File: src/rtl/rsg_pkg.sv
package rsg_pkg;

    typedef enum logic [1:0] {
        ST_STRETCH  = 2'd0,
        ST_EXT_HOLD = 2'd1,
        ST_RELEASE  = 2'd2,
        ST_RUN      = 2'd3
    } guard_state_e;

endpackage

File: src/rtl/rsg_reset_sync.sv
module rsg_reset_sync #(
    parameter int STAGES = 2
) (
    input  logic clk,
    input  logic arst_n,
    output logic rst_n
);
    logic [STAGES-1:0] chain;

    always_ff @(posedge clk or negedge arst_n) begin
        if (!arst_n) chain <= '0;
        else         chain <= {chain[STAGES-2:0], 1'b1};
    end

    assign rst_n = chain[STAGES-1];
endmodule

File: src/rtl/rsg_bit_sync.sv
module rsg_bit_sync #(
    parameter int STAGES    = 2,
    parameter bit RESET_VAL = 1'b0
) (
    input  logic clk,
    input  logic rst_n,
    input  logic d,
    output logic q
);
    logic [STAGES-1:0] chain;

    always_ff @(posedge clk or negedge rst_n) begin
        if (!rst_n) chain <= {STAGES{RESET_VAL}};
        else        chain <= {chain[STAGES-2:0], d};
    end

    assign q = chain[STAGES-1];
endmodule

File: src/rtl/rsg_hold_timer.sv
module rsg_hold_timer #(
    parameter int MAX_COUNT = 255,
    parameter int W         = $clog2(MAX_COUNT + 1)
) (
    input  logic         clk,
    input  logic         rst_n,
    input  logic         clear,
    input  logic         advance,
    output logic [W-1:0] count
);
    localparam logic [W-1:0] LIMIT = W'(MAX_COUNT);

    always_ff @(posedge clk or negedge rst_n) begin
        if (!rst_n)                           count <= '0;
        else if (clear)                       count <= '0;
        else if (advance && (count != LIMIT)) count <= count + 1'b1;
    end


    cnt_bound_chk: assert property (@(posedge clk) disable iff (!rst_n)
        count <= LIMIT);
endmodule

File: src/rtl/rsg_fail_latch.sv
module rsg_fail_latch (
    input  logic clk,
    input  logic rst_n,
    input  logic set,
    input  logic clr,
    output logic q,
    output logic q_next
);
    always_comb begin
        if (clr)      q_next = 1'b0;
        else if (set) q_next = 1'b1;
        else          q_next = q;
    end

    always_ff @(posedge clk or negedge rst_n) begin
        if (!rst_n) q <= 1'b1;
        else        q <= q_next;
    end


    trip_sets_chk: assert property (@(posedge clk) disable iff (!rst_n)
        (set && !clr) |=> q);


    clear_only_chk: assert property (@(posedge clk) disable iff (!rst_n)
        $fell(q) |-> $past(clr));
endmodule

File: src/rtl/supply_reset_guard.sv
module supply_reset_guard
    import rsg_pkg::*;
#(
    parameter int CLK_HZ      = 200_000_000,
    parameter int STRETCH_MS  = 130,
    parameter int EXT_MIN_CYC = 24,
    parameter int SYNC_STAGES = 2
) (
    input  logic clk,
    input  logic rail_good,
    input  logic ext_reset_req,
    input  logic wdog_n,
    input  logic rst_line_sense_n,
    input  logic halt_line_sense_n,
    output logic rst_pull,
    output logic halt_pull,
    output logic failsafe,
    output logic tx_enable
);
    localparam int STRETCH_CYC = (CLK_HZ / 1000) * STRETCH_MS;
    localparam int MAX_CNT     = (STRETCH_CYC > EXT_MIN_CYC) ? STRETCH_CYC : EXT_MIN_CYC;
    localparam int CNT_W       = $clog2(MAX_CNT + 1);
    localparam logic [CNT_W-1:0] STRETCH_LAST = CNT_W'(STRETCH_CYC - 1);
    localparam logic [CNT_W-1:0] EXT_LAST     = CNT_W'(EXT_MIN_CYC - 1);

    logic rst_n;
    logic ext_s, wd_s, lines_hi;
    logic [CNT_W-1:0] cnt;
    logic timer_clear, timer_adv, fail_clr;
    logic fail_q, fail_next;
    logic rst_q, halt_q, tx_q;
    guard_state_e state_q, state_d;

    rsg_reset_sync #(.STAGES(SYNC_STAGES)) u_rst_sync (
        .clk(clk), .arst_n(rail_good), .rst_n(rst_n));

    rsg_bit_sync #(.STAGES(SYNC_STAGES), .RESET_VAL(1'b0)) u_ext_sync (
        .clk(clk), .rst_n(rst_n), .d(ext_reset_req), .q(ext_s));

    rsg_bit_sync #(.STAGES(SYNC_STAGES), .RESET_VAL(1'b1)) u_wd_sync (
        .clk(clk), .rst_n(rst_n), .d(wdog_n), .q(wd_s));

    rsg_bit_sync #(.STAGES(SYNC_STAGES), .RESET_VAL(1'b0)) u_line_sync (
        .clk(clk), .rst_n(rst_n), .d(rst_line_sense_n & halt_line_sense_n), .q(lines_hi));

    rsg_hold_timer #(.MAX_COUNT(MAX_CNT), .W(CNT_W)) u_timer (
        .clk(clk), .rst_n(rst_n), .clear(timer_clear), .advance(timer_adv), .count(cnt));

    rsg_fail_latch u_fail (
        .clk(clk), .rst_n(rst_n), .set(!wd_s), .clr(fail_clr),
        .q(fail_q), .q_next(fail_next));

    // state register
    always_ff @(posedge clk or negedge rst_n) begin
        if (!rst_n) state_q <= ST_STRETCH;
        else        state_q <= state_d;
    end

    // transitions
    always_comb begin
        state_d     = state_q;
        timer_clear = 1'b0;
        timer_adv   = 1'b0;
        fail_clr    = 1'b0;
        unique case (state_q)
            ST_STRETCH: begin
                if (cnt == STRETCH_LAST) begin
                    state_d     = ST_RELEASE;
                    timer_clear = 1'b1;
                    fail_clr    = 1'b1;
                end else begin
                    timer_adv = 1'b1;
                end
            end
            ST_EXT_HOLD: begin
                if ((cnt >= EXT_LAST) && !ext_s) begin
                    state_d     = ST_RELEASE;
                    timer_clear = 1'b1;
                    fail_clr    = 1'b1;
                end else begin
                    timer_adv = (cnt < EXT_LAST);
                end
            end
            ST_RELEASE: begin
                if (ext_s) begin
                    state_d     = ST_EXT_HOLD;
                    timer_clear = 1'b1;
                end else if (lines_hi) begin
                    state_d = ST_RUN;
                end
            end
            ST_RUN: begin
                if (ext_s) begin
                    state_d     = ST_EXT_HOLD;
                    timer_clear = 1'b1;
                end
            end
        endcase
    end

    // outputs
    always_ff @(posedge clk or negedge rst_n) begin
        if (!rst_n) begin
            rst_q  <= 1'b1;
            halt_q <= 1'b1;
            tx_q   <= 1'b0;
        end else begin
            rst_q  <= (state_d == ST_STRETCH) || (state_d == ST_EXT_HOLD);
            halt_q <= (state_d == ST_STRETCH) || (state_d == ST_EXT_HOLD);
            tx_q   <= (state_d == ST_RUN) && !fail_next;
        end
    end

    assign rst_pull  = rst_q;
    assign halt_pull = halt_q;
    assign failsafe  = fail_q;
    assign tx_enable = tx_q;


    stretch_len_chk: assert property (@(posedge clk) disable iff (!rst_n)
        (state_q == ST_RELEASE && $past(state_q) == ST_STRETCH) |-> ($past(cnt) == STRETCH_LAST));


    ext_len_chk: assert property (@(posedge clk) disable iff (!rst_n)
        (state_q == ST_RELEASE && $past(state_q) == ST_EXT_HOLD) |-> ($past(cnt) >= EXT_LAST));


    run_needs_lines_chk: assert property (@(posedge clk) disable iff (!rst_n)
        $rose(tx_enable) |-> $past(lines_hi));


    tx_safe_chk: assert property (@(posedge clk) disable iff (!rst_n)
        tx_enable |-> (!failsafe && !rst_pull));
endmodule

File: config.mk
export PLATFORM = sky130hd
export DESIGN_NAME = supply_reset_guard
export DESIGN_NICKNAME = d
export VERILOG_FILES = /design/src/rtl/rsg_pkg.sv /design/src/rtl/rsg_reset_sync.sv /design/src/rtl/rsg_bit_sync.sv /design/src/rtl/rsg_hold_timer.sv /design/src/rtl/rsg_fail_latch.sv /design/src/rtl/supply_reset_guard.sv
export SDC_FILE = /design/constraint.sdc
export NUM_CORES = 1
export LEC_CHECK = 0
export BUFFER_PORTS_ARGS = -buffer_cell sky130_fd_sc_hd__buf_2
export CORE_MARGIN = 5
export CORE_UTILIZATION = 45
export DETAILED_ROUTE_END_ITERATION = 10
export GPL_ROUTABILITY_DRIVEN = 0
export GPL_TIMING_DRIVEN = 0
export PLACE_DENSITY = 0.66
export SYNTH_ARGS = -nofsm -noshare
export SYNTH_HDL_FRONTEND = slang
export SYNTH_SLANG_ARGS = --single-unit
File: constraint.sdc
create_clock -name clk -period 2.6 [get_ports clk]
set_input_delay 0.13 -clock clk [delete_from_list [all_inputs] [get_ports clk]]
set_output_delay 0.13 -clock clk [all_outputs]
set_load 0.005 [all_outputs]
# After elaboration in Yosys (flattened, before gate mapping)
# Index checks and enable logic that the tools add are counted.
[op_classes]
n_shift = 0
n_mul = 0
add_sub_neg = 1
magnitude_cmp = 2
n_reduce_logical = 10
muxes = 18
div = 0
n_eq_ne = 7
bitwise_logic = 1
[ops]
columns = ["operator", "count"]
rows = [
  ["two-way mux 25 bit", 2],
  ["adder 25 x 1 -> 25 bit, second input constant", 1],
  ["equality test 25 bit, second input constant", 1],
  [">= comparator 25 x 5 -> 1 bit, second input constant", 1],
  ["< comparator 25 x 5 -> 1 bit, second input constant", 1],
  ["!= test 25 bit, second input constant", 1],
  ["two-way mux 2 bit", 5],
  ["one-hot mux 2 bit (4 select lines)", 1],
  ["two-way mux 1 bit", 7],
  ["equality test 2 bit, second input constant", 3],
  ["equality test 2 x 1 -> 1 bit, second input constant", 2],
  ["logical NOT 2 bit", 2],
  ["one-hot mux 1 bit (2 select lines)", 2],
  ["logical AND 1 bit", 3],
  ["one-hot mux 1 bit (3 select lines)", 1],
  ["logical NOT 1 bit", 2],
  ["nonzero test 2 bit", 1],
  ["OR reduction 2 bit", 1],
  ["bitwise AND 1 bit", 1],
  ["logical OR 1 bit", 1],
]
[totals]
input_bits = 6
output_inout_bits = 4
latchBits = 0
mem_bits_rw = 0
register_bits = 38
romBits = 0
mem_count = 0

# Longest topological paths before layout
[depth]
ltp_word = 7
depth_mapped = 8

# Hierarchy
# A second synthesis with hierarchy kept.
[hier_totals]
cells_unflattened = 220
area_unflattened_um2 = 2077.0
[modules_own_cells]
columns = ["mod", "cells_per_inst", "seq_area_each_um2", "instances", "area_per_inst_um2"]
rows = [
  ["rsg_hold_timer", 165, 625.6, 1, 1492.7],
  ["supply_reset_guard", 44, 101.3, 1, 341.6],
  ["rsg_bit_sync at u_ext_sync ...", 2, 50.0, 2, 50.0],
  ["rsg_reset_sync", 3, 50.0, 1, 53.8],
  ["rsg_bit_sync at u_wd_sync", 2, 52.6, 1, 52.6],
  ["rsg_fail_latch", 2, 26.3, 1, 36.3],
]

# Worst setup path before layout
# OpenSTA, ideal clock, no wires.
[synth_path]
path_type = "reg2reg"
from = "register u_timer.count[16]"
to = "register u_timer.count[24]"
setup_time_ns = 0.078
arrival_time_ns = 2.751
stages_incl_launch_ff = 7
path_buffers = 0
slack_ns = -0.230
cell_sequence = "dfrtp_1 -> or4_4 -> or4b_4 -> a2111oi_4 -> o21ai_4 -> or4_1 -> a21oi_1"
[synth_between]
elab_chain_cells = 6
word_cells_on_any_way = 16
classes_between = "add/sub (1); order compare (2); eq/ne (2); mux (8); reduce/logical (3)"
[synth_rtl]
columns = ["element", "line", "source"]
rows = [
  ["start: declaration", "rsg_hold_timer.sv:9", "output logic [W-1:0] count"],
  ["start signal: assignment", "rsg_hold_timer.sv:16", "else if (advance && (count != LIMIT)) count <= count + 1'b1;"],
  [">= comparator 25 x 5 -> 1 bit", "supply_reset_guard.sv:76", "if ((cnt >= EXT_LAST) && !ext_s) begin"],
  ["logical AND 1 bit", "supply_reset_guard.sv:76", ""],
  ["two-way mux 1 bit", "supply_reset_guard.sv:76", ""],
  ["one-hot mux 1 bit (2 select lines)", "supply_reset_guard.sv:65", "unique case (state_q)"],
  ["logical AND 1 bit", "rsg_hold_timer.sv:16", ""],
  ["nonzero test 2 bit (no line)", "--", ""],
]
# Several ways; a longest one is shown, not always the timed one. The select of a mux whose other input is x is not followed.
# A chain may end at the register's enable or synchronous reset.

# Worst setup path after layout
[layout_path]
from = "register u_timer.count[17]"
to = "register u_timer.count[7]"
# The elaborated chain is that of the path after synthesis.

==> impl_metrics.tcl <==
set metrics [dict create \
    routed_wl_um 5230 \
    cts_buffer_depth 2 \
    worst_slew_pin_slew_ns 0.819 \
    slew_headroom_pct 45.4 \
    synth-edff-count 0 \
    leakage_nw 1.06 \
    synth.yosys.seq_area_share_pct 48.3 \
    fin_crit_sh_pct 105 \
    critPathKind "register to register" \
    rsz0062_at_grt "true" \
    cts_max_level 2 \
    period_minus_slack_ns 2.73 \
    violations "setup timing" \
    dp_hpwl_um 3120 \
    max_stage_delay_ns 0.58 \
    syn_nets 209 \
    grt_max_degree 37 \
    avgRoutedWirePerCell_um 18.0 \
    drt_iter0_drc 161 \
    dieArea_um2 5820 \
    design_area_um2 2560 \
    synth-main-ff-cell "dfrtp_1" \
    via_count 1744 \
    vdd_drop_max_v 0.000279 \
    grt_pass1_vias 1660 \
    layout_commonest_cell "dfrtp_1" \
    worst_hold_slack_ns 0.0521 \
    clock_skew_ns 0.00688 \
    critPathSlowestCell "or4b_4" \
    slew_viol_final 0 \
    grt_antenna_before_repair 0 \
    crit_arrival_ns 2.95 \
    portBuffers 9 \
    setup_viol 23 \
    place_area_um2 2090 \
    combPwrFrac_pct 0.7 \
    critPathMaxFanout 7 \
    grtUsageTotal_pct 17.5 \
    start_kind "register" \
    ant_nets 0 \
    cts_root_buffer "clkbuf_8" \
    grt-ovfl-total 0 \
    setup.worst_path.end_class "register" \
    power_mw 1.24 \
    min_path_type "primary input to register" \
    hold_viol 0 \
    ys_types 46 \
    synth_area_um2 1980 \
    clock_latency_ns 0.30 \
    drive_gt1_share_pct 29.3 \
    rows 24 \
    clock.fmax_mhz 367 \
    internal_power_mw 0.989 \
    yosys_warnings 0 \
    power_density_nw_per_um2 484 \
    required_ns 2.82 \
    drt-pass1-iter-count 4 \
    p_switching_mw 0.248 \
    sequentialPowerShare_pct 49.5 \
    fin_nets 246 \
    vias_per_cell 5.99 \
    final_cell_mix "33 x dfrtp_1, 16 x buf_4, 11 x inv_1, 11 x nor2_1" \
    drc 0 \
    cts_num_sinks 38 \
    synth_cells 201 \
    power_switching_share_pct 20.0 \
    die_y_um 76.3 \
    cts_buffers 5 \
    synthArstFlopShare_pct 100 \
    n_fill_cell 387 \
    core-area_um2 4320 \
    io-pin-count 10 \
    start_util_pct 45.8 \
    clk_pin_slew_ns 0.08 \
    worstPathCellList "or4_4 -> or4b_4 -> a2111oi_4 -> buf_4 -> o21ai_4 -> buf_6 -> or3_1 -> a21oi_1" \
    avgSynthCellArea_um2 9.85 \
    maxCapViolCount 0 \
    diodes 0 \
    die_w_um 76.3 \
    clock_power_share_pct 49.8 \
    status "complete, but fails checks" \
    synthToLayoutAreaGrowth_pct 29.2 \
    cts_tree "yes" \
    ys_ff_latch 38 \
    finalWorstSetupSlack_ns -0.128 \
    grt_pass1_wl_um 8230 \
]
critical path, delay by kind of cell (launching register included):
kind | cells | cell delay (ns)
and+or+nand+nor | 3 | 1.44
AOI/OAI and AO/OA | 3 | 0.43
DFF | 1 | 0.40
buffers and inverters | 2 | 0.37
power by group through the flow:
stage                     registers [mW]  clock network, mW  logic [mW]
after CTS                          0.612              0.626     0.00911
final                              0.612              0.615     0.00925
after global placement             0.623                  0     0.00542
after floorplan                    0.619                  0     0.00172
after global routing               0.614              0.648      0.0104
after detailed placement           0.624                  0     0.00572
area by class of cell:
class / instances / area (µm²) / share of cell area (%)
inverters: 11 / 41.3 / 1.61
repair buffers: 29 / 204 / 7.97
multi-input cells: 147 / 1100 / 43.0
well taps: 52 / 65.1 / 2.54
clock inverters: 3 / 68.8 / 2.69
flip-flops and latches: 38 / 957 / 37.4
plain buffers: 6 / 52.6 / 2.05
clock buffers: 5 / 68.8 / 2.69
synthesized netlist by cell type (2+ instances only):
cell	count	area share, %
or3_1	11	3.5
nor2_1	15	2.8
o2111ai_1	6	2.7
nand3_1	10	2.5
o31a_1	2	0.89
a21oi_1	11	2.8
nor3_1	9	2.3
and2_1	2	0.63
ha_1	2	1.3
and3_1	4	1.3
o21a_1	10	3.8
nand4_1	7	2.2
clkbuf_1	3	0.57
dfrtp_1	34	43
dfstp_2	4	5.3
xor2_1	7	3.1
and4_1	3	1.3
inv_1	11	2.1
nor4_1	4	1.3
o21ai_0	12	3.0
nand2_1	9	1.7
flip-flops by register name, summed over array words and instances, names as in the netlist:
signal             count
u_rst_sync.chain       2
u_timer.count         25
u_fail.q               1
state_q                2
tx_enable              1
u_ext_sync.chain       2
u_line_sync.chain      2
u_wd_sync.chain        2
halt_pull              1
timing repair:
| item | CTS | global route |
|---|---|---|
| hold buffers | 3 | 0 |
| gates resized for setup | 12 | 32 |
| pin swaps | 4 | 14 |
| setup endpoints to repair | 26 | 27 |
| cloned | 2 | 2 |
| endpoints found under the hold margin | 4 | 0 |
| setup buffers | 4 | 10 |
metal layers:
| metal | vias up | track usage (%) | share of wire [%] |
|---|---|---|---|
| li1 | 823 | - | - |
| met1 | 834 | 22.1 | 43 |
| met3 | 17 | 4.37 | 5.7 |
| met2 | 70 | 28.3 | 48 |
| met4 | 0 | 7.34 | 3.0 |
| met5 | - | 0 | 0 |
logic make-up after synthesis:
family | count (synthesis) | share of synthesized area [%]
simple gates | 82 | 23.5
compound gates | 54 | 19.8
flops | 38 | 48.3
buf+inv | 17 | 3.86
xor+xnor | 7 | 3.10
fa+ha+maj | 2 | 1.26
other cells | 1 | 0.189
metrics by stage:
step	TNS (ns)	setup slack, ns	utilization, %	cells
floorplan	0	0.0154	-	201
global placement	-9.90	-0.485	48.3	262
detailed placement	-9.82	-0.499	48.4	262
CTS	-2.03	-0.139	54.4	279
global route	-3.56	-0.217	59.1	291
finish	-1.44	-0.128	59.1	291
worst paths after layout:
path | start | to | slack, ns | depth (start not counted)
max | u_timer.count[17] | u_timer.count[7] | -0.13 | 8
min in group asynchronous | rail_good | u_rst_sync.chain[1] | 0.16 | 2
min | halt_line_sense_n | u_line_sync.chain[0] | 0.05 | 2
max reg2reg | u_timer.count[17] | u_timer.count[7] | -0.13 | 8
min reg2reg | u_ext_sync.chain[0] | u_ext_sync.chain[1] | 0.35 | 0
max in group asynchronous | u_rst_sync.chain[1] | u_timer.count[7] | 1.72 | 0
No activity file was read; power rests on OpenSTA's default activity.
